$ cat src/rtl/irq_route_pkg.sv
package irq_route_pkg;

   // Fixed lines taken over by channels 0 and 1 in legacy mode.
   parameter int unsigned IRQ_LEG_TMR_LINE = 0;
   parameter int unsigned IRQ_LEG_RTC_LINE = 8;

   // Per-cycle outcome of a channel's events.
   typedef enum logic [2:0] {
      DLV_NONE  = 3'd0,
      DLV_LEVEL = 3'd1,
      DLV_EDGE  = 3'd2,
      DLV_MSG   = 3'd3,
      DLV_DROP  = 3'd4
   } dlv_kind_e;

endpackage

$ cat src/rtl/irq_chan_ctl.sv
module irq_chan_ctl
   import irq_route_pkg::*;
#(
   parameter int unsigned IDX     = 0,
   parameter int unsigned ROUTE_W = 5
) (
   input  logic               clk,
   input  logic               rst_n,
   input  logic               ev_assert,
   input  logic               ev_deassert,
   input  logic               int_en,
   input  logic               glb_en,
   input  logic               level_mode,
   input  logic               msg_en,
   input  logic [ROUTE_W-1:0] route,
   input  logic               legacy,
   input  logic               mode_chg,
   output logic               hold_q,
   output logic [ROUTE_W-1:0] hold_line_q,
   output logic               pulse_q,
   output logic [ROUTE_W-1:0] pulse_line_q,
   output logic               status_q,
   output logic               msg_req
);

   localparam logic [ROUTE_W-1:0] LINE_A = ROUTE_W'(IRQ_LEG_TMR_LINE);
   localparam logic [ROUTE_W-1:0] LINE_B = ROUTE_W'(IRQ_LEG_RTC_LINE);

   logic [ROUTE_W-1:0] eff_line;
   logic               deliver;
   logic               on_leg_line;
   dlv_kind_e          kind;

   // Channels 0 and 1 are the only ones legacy mode can redirect.
   generate
      if (IDX == 0) begin : g_leg_a
         assign eff_line = legacy ? LINE_A : route;
      end else if (IDX == 1) begin : g_leg_b
         assign eff_line = legacy ? LINE_B : route;
      end else begin : g_plain
         assign eff_line = route;
      end
   endgenerate

   assign deliver     = int_en & glb_en;
   assign on_leg_line = (hold_line_q == LINE_A) || (hold_line_q == LINE_B);

   always_comb begin
      kind = DLV_NONE;
      if (ev_assert) begin
         if (!deliver)        kind = msg_en ? DLV_NONE : DLV_DROP;
         else if (msg_en)     kind = DLV_MSG;
         else if (level_mode) kind = DLV_LEVEL;
         else                 kind = DLV_EDGE;
      end else if (ev_deassert && !msg_en) begin
         kind = DLV_DROP;
      end
   end

   assign msg_req = (kind == DLV_MSG);

   always_ff @(posedge clk) begin
      if (!rst_n) begin
         hold_q       <= 1'b0;
         hold_line_q  <= '0;
         pulse_q      <= 1'b0;
         pulse_line_q <= '0;
         status_q     <= 1'b0;
      end else begin
         pulse_q <= (kind == DLV_EDGE);
         if (kind == DLV_EDGE) pulse_line_q <= eff_line;
         case (kind)
            DLV_LEVEL: begin
               hold_q      <= 1'b1;
               hold_line_q <= eff_line;
            end
            DLV_EDGE, DLV_DROP: hold_q <= 1'b0;
            default: if (mode_chg && on_leg_line) hold_q <= 1'b0;
         endcase
         if (ev_assert)        status_q <= level_mode;
         else if (ev_deassert) status_q <= 1'b0;
      end
   end


   hold_rise_chk: assert property (@(posedge clk) disable iff (!rst_n)
      $rose(hold_q) |-> $past(ev_assert && level_mode && int_en && glb_en && !msg_en));


   pulse_once_chk: assert property (@(posedge clk) disable iff (!rst_n)
      pulse_q |=> (!pulse_q || $past(ev_assert)));


   status_rise_chk: assert property (@(posedge clk) disable iff (!rst_n)
      $rose(status_q) |-> $past(ev_assert && level_mode));


   msg_keep_chk: assert property (@(posedge clk) disable iff (!rst_n)
      (ev_deassert && !ev_assert && msg_en && !mode_chg) |=> (hold_q == $past(hold_q)));

endmodule

$ cat src/rtl/irq_line_merge.sv
module irq_line_merge
   import irq_route_pkg::*;
#(
   parameter int unsigned NUM_CH    = 4,
   parameter int unsigned NUM_LINES = 32,
   parameter int unsigned ROUTE_W   = 5
) (
   input  logic [NUM_CH-1:0]         hold,
   input  logic [NUM_CH*ROUTE_W-1:0] hold_line,
   input  logic [NUM_CH-1:0]         pulse,
   input  logic [NUM_CH*ROUTE_W-1:0] pulse_line,
   input  logic                      leg_q,
   input  logic                      tmr_q,
   input  logic                      rtc_q,
   output logic [NUM_LINES-1:0]      lines
);

   logic [NUM_CH-1:0][NUM_LINES-1:0] ch_vec;

   // One-hot contribution of each channel, then an OR reduction per line.
   generate
      for (genvar c = 0; c < NUM_CH; c++) begin : g_ch
         always_comb begin
            ch_vec[c] = '0;
            if (hold[c])  ch_vec[c][hold_line[c*ROUTE_W +: ROUTE_W]]  = 1'b1;
            if (pulse[c]) ch_vec[c][pulse_line[c*ROUTE_W +: ROUTE_W]] = 1'b1;
         end
      end
   endgenerate

   always_comb begin
      lines = '0;
      for (int c = 0; c < NUM_CH; c++) lines = lines | ch_vec[c];
      if (!leg_q) begin
         lines[IRQ_LEG_TMR_LINE] = lines[IRQ_LEG_TMR_LINE] | tmr_q;
         lines[IRQ_LEG_RTC_LINE] = lines[IRQ_LEG_RTC_LINE] | rtc_q;
      end
   end

endmodule

$ cat src/rtl/irq_msg_sel.sv
module irq_msg_sel #(
   parameter int unsigned NUM_CH  = 4,
   parameter int unsigned ADDR_W  = 32,
   parameter int unsigned DATA_W  = 32,
   parameter bit          HAS_MSG = 1'b1
) (
   input  logic                     clk,
   input  logic                     rst_n,
   input  logic [NUM_CH-1:0]        req,
   input  logic [NUM_CH*ADDR_W-1:0] addr_in,
   input  logic [NUM_CH*DATA_W-1:0] data_in,
   output logic                     msg_valid,
   output logic [ADDR_W-1:0]        msg_addr,
   output logic [DATA_W-1:0]        msg_data
);

   generate
      if (HAS_MSG) begin : g_msg
         logic [ADDR_W-1:0] pick_addr;
         logic [DATA_W-1:0] pick_data;

         // Lowest requesting channel wins: scan downward, last hit kept.
         always_comb begin
            pick_addr = '0;
            pick_data = '0;
            for (int i = NUM_CH - 1; i >= 0; i--) begin
               if (req[i]) begin
                  pick_addr = addr_in[i*ADDR_W +: ADDR_W];
                  pick_data = data_in[i*DATA_W +: DATA_W];
               end
            end
         end

         always_ff @(posedge clk) begin
            if (!rst_n) begin
               msg_valid <= 1'b0;
               msg_addr  <= '0;
               msg_data  <= '0;
            end else begin
               msg_valid <= |req;
               if (|req) begin
                  msg_addr <= pick_addr;
                  msg_data <= pick_data;
               end
            end
         end
      end else begin : g_no_msg
         assign msg_valid = 1'b0;
         assign msg_addr  = '0;
         assign msg_data  = '0;
      end
   endgenerate

endmodule

$ cat src/rtl/irq_route_legacy.sv
module irq_route_legacy
   import irq_route_pkg::*;
#(
   parameter int unsigned NUM_CH    = 4,
   parameter int unsigned NUM_LINES = 32,
   parameter int unsigned ADDR_W    = 32,
   parameter int unsigned DATA_W    = 32,
   parameter bit          HAS_MSG   = 1'b1,
   localparam int unsigned ROUTE_W  = $clog2(NUM_LINES)
) (
   input  logic                      clk,
   input  logic                      rst_n,
   input  logic                      glb_enable,
   input  logic                      legacy_mode,
   input  logic [NUM_CH-1:0]         ch_assert,
   input  logic [NUM_CH-1:0]         ch_deassert,
   input  logic [NUM_CH-1:0]         ch_int_en,
   input  logic [NUM_CH-1:0]         ch_level,
   input  logic [NUM_CH-1:0]         ch_msg_en,
   input  logic [NUM_CH*ROUTE_W-1:0] ch_route,
   input  logic [NUM_CH*ADDR_W-1:0]  ch_msg_addr,
   input  logic [NUM_CH*DATA_W-1:0]  ch_msg_data,
   input  logic                      ext_tmr_irq,
   input  logic                      ext_rtc_irq,
   output logic [NUM_LINES-1:0]      irq_lines,
   output logic                      legacy_tmr_en,
   output logic [NUM_CH-1:0]         ch_status,
   output logic                      msg_valid,
   output logic [ADDR_W-1:0]         msg_addr,
   output logic [DATA_W-1:0]         msg_data
);

   generate
      if (NUM_CH < 2 || NUM_CH > 32) begin : g_bad_ch
         $error("irq_route_legacy: NUM_CH must be 2..32");
      end
      if (NUM_LINES <= IRQ_LEG_RTC_LINE || (1 << ROUTE_W) != NUM_LINES) begin : g_bad_lines
         $error("irq_route_legacy: NUM_LINES must be a power of two above the legacy lines");
      end
   endgenerate

   logic                      leg_q, tmr_q, rtc_q;
   logic                      mode_chg;
   logic [NUM_CH-1:0]         hold, pulse, msg_req;
   logic [NUM_CH*ROUTE_W-1:0] hold_line, pulse_line;

   assign mode_chg      = legacy_mode ^ leg_q;
   assign legacy_tmr_en = ~leg_q;

   // External levels are always sampled; the clock input's level survives legacy mode.
   always_ff @(posedge clk) begin
      if (!rst_n) begin
         leg_q <= 1'b0;
         tmr_q <= 1'b0;
         rtc_q <= 1'b0;
      end else begin
         leg_q <= legacy_mode;
         tmr_q <= ext_tmr_irq;
         rtc_q <= ext_rtc_irq;
      end
   end

   generate
      for (genvar c = 0; c < NUM_CH; c++) begin : g_chan
         irq_chan_ctl #(.IDX(c), .ROUTE_W(ROUTE_W)) i_chan (
            .clk          (clk),
            .rst_n        (rst_n),
            .ev_assert    (ch_assert[c]),
            .ev_deassert  (ch_deassert[c]),
            .int_en       (ch_int_en[c]),
            .glb_en       (glb_enable),
            .level_mode   (ch_level[c]),
            .msg_en       (ch_msg_en[c]),
            .route        (ch_route[c*ROUTE_W +: ROUTE_W]),
            .legacy       (legacy_mode),
            .mode_chg     (mode_chg),
            .hold_q       (hold[c]),
            .hold_line_q  (hold_line[c*ROUTE_W +: ROUTE_W]),
            .pulse_q      (pulse[c]),
            .pulse_line_q (pulse_line[c*ROUTE_W +: ROUTE_W]),
            .status_q     (ch_status[c]),
            .msg_req      (msg_req[c])
         );
      end
   endgenerate

   irq_line_merge #(.NUM_CH(NUM_CH), .NUM_LINES(NUM_LINES), .ROUTE_W(ROUTE_W)) i_merge (
      .hold       (hold),
      .hold_line  (hold_line),
      .pulse      (pulse),
      .pulse_line (pulse_line),
      .leg_q      (leg_q),
      .tmr_q      (tmr_q),
      .rtc_q      (rtc_q),
      .lines      (irq_lines)
   );

   irq_msg_sel #(.NUM_CH(NUM_CH), .ADDR_W(ADDR_W), .DATA_W(DATA_W), .HAS_MSG(HAS_MSG)) i_msg (
      .clk       (clk),
      .rst_n     (rst_n),
      .req       (msg_req),
      .addr_in   (ch_msg_addr),
      .data_in   (ch_msg_data),
      .msg_valid (msg_valid),
      .msg_addr  (msg_addr),
      .msg_data  (msg_data)
   );


   leg_quiet_chk: assert property (@(posedge clk) disable iff (!rst_n)
      ($rose(legacy_tmr_en == 1'b0) && $past(ch_assert == '0))
         |-> (!irq_lines[IRQ_LEG_TMR_LINE] && !irq_lines[IRQ_LEG_RTC_LINE]));


   msg_src_chk: assert property (@(posedge clk) disable iff (!rst_n)
      msg_valid |-> $past(glb_enable && |(ch_assert & ch_int_en & ch_msg_en)));


   rtc_pass_chk: assert property (@(posedge clk) disable iff (!rst_n)
      (!legacy_mode && $past(!legacy_mode) && ext_rtc_irq) |=> irq_lines[IRQ_LEG_RTC_LINE]);

endmodule

$ cat config.mk
export PLATFORM = sky130hd
export DESIGN_NAME = irq_route_legacy
export DESIGN_NICKNAME = d
export VERILOG_FILES = /design/src/rtl/irq_route_pkg.sv /design/src/rtl/irq_chan_ctl.sv /design/src/rtl/irq_line_merge.sv /design/src/rtl/irq_msg_sel.sv /design/src/rtl/irq_route_legacy.sv
export SDC_FILE = /design/constraint.sdc
export NUM_CORES = 1
export LEC_CHECK = 0
export BUFFER_PORTS_ARGS = -buffer_cell sky130_fd_sc_hd__buf_2
export CAP_MARGIN = 40
export CORE_AREA = 2 2 158 160
export DETAILED_ROUTE_END_ITERATION = 7
export DIE_AREA = 0 0 160 162
export GPL_TIMING_DRIVEN = 0
export PLACE_DENSITY = 0.71
export SLEW_MARGIN = 20
export SYNTH_ARGS = -nofsm -noshare
export SYNTH_HDL_FRONTEND = slang
export SYNTH_SLANG_ARGS = --single-unit
export TNS_END_PERCENT = 100
$ cat constraint.sdc
create_clock -name clk -period 3.05 [get_ports clk]
set_input_delay 0.305 -clock clk [delete_from_list [all_inputs] [get_ports clk]]
set_output_delay 0.305 -clock clk [all_outputs]
set_load 0.005 [all_outputs]
==> flow_summary.toml <==
[routing]
initialDrtViolationCount = 1615
drt.antenna.violating_nets = 0
via_per_inst = 6.24
drcViolationCount = 0
drt_wl_total_um = 50700
wl_per_cell_um = 27.1
vias = 11696
first_pass_iters = 8

[synthesis]
synth.net_count = 1408
synth_warnings = 0
yosysTopAreaCell = "dfxtp_1"
async_flop_share_pct = 0
ys_ff_latch = 120
synthCells = 1106
yosysSeqAreaShare_pct = 28.2
ys_types = 64
syn_area_per_cell_um2 = 7.70
synth_area_leaders = "dfxtp_1 (28%), nand3_1 (8.5%), a32o_1 (7.4%), nand2b_1 (5.4%), nand4_1 (5.1%)"
synth_top_area_share_pct = 28.2
synth_ff_type = "dfxtp_1"
synth_edf_count = 0
syn_area_um2 = 8510

[timing]
fin_worst_skew_ns = 0.00613
period_share_pct = 94.2
rsz0062_at_grt = "no"
drv_slew = 0
setup_tns_ns = 0
setup_violations = 0
fin_ws_ns = 0.178
min_period_ns = 2.87
whs_ns = 0.0908
worst_slew_pin_slew_ns = 0.920
clock.fmax_mhz = 348
finalHoldViolCount = 0
slew_headroom_pct = 38.2

[cells_and_area]
finish.instance_area_um2 = 11500
final_nets = 1833
final_cell_mix = "buf_2 (430), nand3_1 (145), dfxtp_1 (120)"
regArea_um2 = 2400
drive_gt1_share_pct = 33.0
area_growth_pct = 35.6
multi_input_area_um2 = 5520
stdcell_count = 1874
filler_cell_count = 2510
final_common_cell = "buf_2"

[grt]
globalRouteTotalUtil_pct = 37.2
antenna_found_initial = 7
grt_max_degree = 17
grt_pass1_vias = 10905
grt_overflow_total = 0
grt_pass1_wl_um = 71600

[place]
port_buffers = 403
place.detailed.hpwl_um = 39900
pre_cts_ws_ns = 0.740
postPlaceCellArea_um2 = 11000
place_inst = 1836
gp_congestion = 1.02

[clock_network]
ctsLongestPathBuffers = 2
htreeDepth = 4
root_buffer = "clkbuf_16"
cts.hold.buffers_added = 0
cts.sinks = 120
cts_buffers = 17
cts_tree = "done"
postCtsSetupBuffers = 0
clk-insertion-delay-late_ns = 0.42
path_clk_slew_ns = 0.06
cts_resized = 0

[worst_hold_path]
hold_path_class = "input port to flip-flop"
whs_path_depth = 2

[critical_path]
reg2regPathDepth = 6
worstPathArrival_ns = 2.57
startpoint_type = "flip-flop"
cp-end-kind = "output port"
worstPathRequired_ns = 2.74
cp_max_fo = 10
path_class = "flip-flop to output port"

[status]
status = "finished, final reports clean"

[run]
cap_viol_max_count = 0

[power_and_ir_drop]
p_per_area_nw_per_um2 = 375
cellLeakagePower_uw = 0.00493
ir_worst_vdd_mv = 0.300

[floorplan]
die_h_um = 162
core_um2 = 24100
die_w_um = 160
initial_core_util_pct = 35.3
rows = 57
fp.dieArea_um2 = 25900
io_pins = 404
## metrics by stage
step           total power, uW  util, %
6_report                  4330     47.9
5_1_grt                   4450     47.9
4_1_cts                   4330     47.8
3_5_place_dp              2320     45.5
3_3_place_gp              2330     45.4
2_1_floorplan             1940        -
## flip-flops by register name, summed over array words and instances, names as in the netlist
name and count:
g_chan.i_chan.hold_line_q 20, g_chan.i_chan.hold_q 4, g_chan.i_chan.pulse_line_q 20, g_chan.i_chan.pulse_q 4
g_chan.i_chan.status_q 4, i_msg.msg_addr 32, i_msg.msg_data 32, i_msg.msg_valid 1
leg_q 1, rtc_q 1, tmr_q 1
## power breakdown
group	leakage, uW	switching, uW	total [uW]	internal [uW]
clock	0.000278	780	2010	1230
sequential	0.000971	29.7	1630	1600
combinational	0.00368	384	681	297
total	0.00493	1190	4330	3130
## final timing paths
path	from	end	slack [ns]
max	g_chan[1].i_chan.hold_line_q[2]$_SDFFE_PN0P_	irq_lines[0]	0.18
min	ext_rtc_irq	rtc_q$_SDFF_PN0_	0.09
min reg2reg	i_msg.msg_addr[1]$_SDFFE_PN0P_	i_msg.msg_addr[1]$_SDFFE_PN0P_	0.47
max reg2reg	g_chan[3].i_chan.hold_line_q[0]$_SDFFE_PN0P_	g_chan[3].i_chan.hold_q$_SDFFE_PN0P_	1.09
## synth_stat cells, drive strengths merged, types with 10 or more instances
cell type	number
nand2b	73
nand4	70
a21oi	77
nand3	145
nor4	10
o22ai	64
buf	49
or3b	11
mux2i	38
nor2b	15
inv	12
nor2	98
dfxtp	120
nand4b	13
nor3	14
nand2	25
a32o	63
clkbuf	65
nand3b	19
a211oi	17
## metal layers
layer | wire length [um] | vias up | track usage [%]
li1 | - | 5125 | -
met1 | 20700 | 5597 | 48.3
met2 | 21500 | 827 | 55.4
met3 | 5940 | 147 | 11.8
met4 | 2590 | 0 | 19.4
met5 | 0 | - | 0
## area by class of cell
| type | instances | area share, % |
|---|---|---|
| Multi-Input combinational cell | 860 | 47.8 |
| Sequential cell | 120 | 20.8 |
| Antenna cell | 8 | 0.173 |
| Inverter | 12 | 0.390 |
| Timing Repair Buffer | 406 | 17.7 |
| Clock inverter | 9 | 0.878 |
| Clock buffer | 21 | 3.99 |
| Tap cell | 324 | 3.51 |
| Buffer | 114 | 4.75 |
## critical path, cell delays in order, from the launching register on
cell and delay, ns:
dfxtp_1 0.30, clkbuf_1 0.25, or4b_1 0.62, o32ai_1 0.48
a31oi_1 0.12, nand3_1 0.21, buf_2 0.15
## logic make-up (layout without fill, tap and decap cells)
kind of cell	Yosys count	in the layout	share of synthesized area (%)
AO/OA/AOI/OAI	274	274	23.2
XOR/XNOR	1	1	0.103
buffers and inverters	126	562	6.97
flip-flops	120	120	28.2
other	0	8	0
multiplexers	38	38	4.47
AND/OR/NAND/NOR	547	547	37.1
No activity file was read; power rests on OpenSTA's default activity.
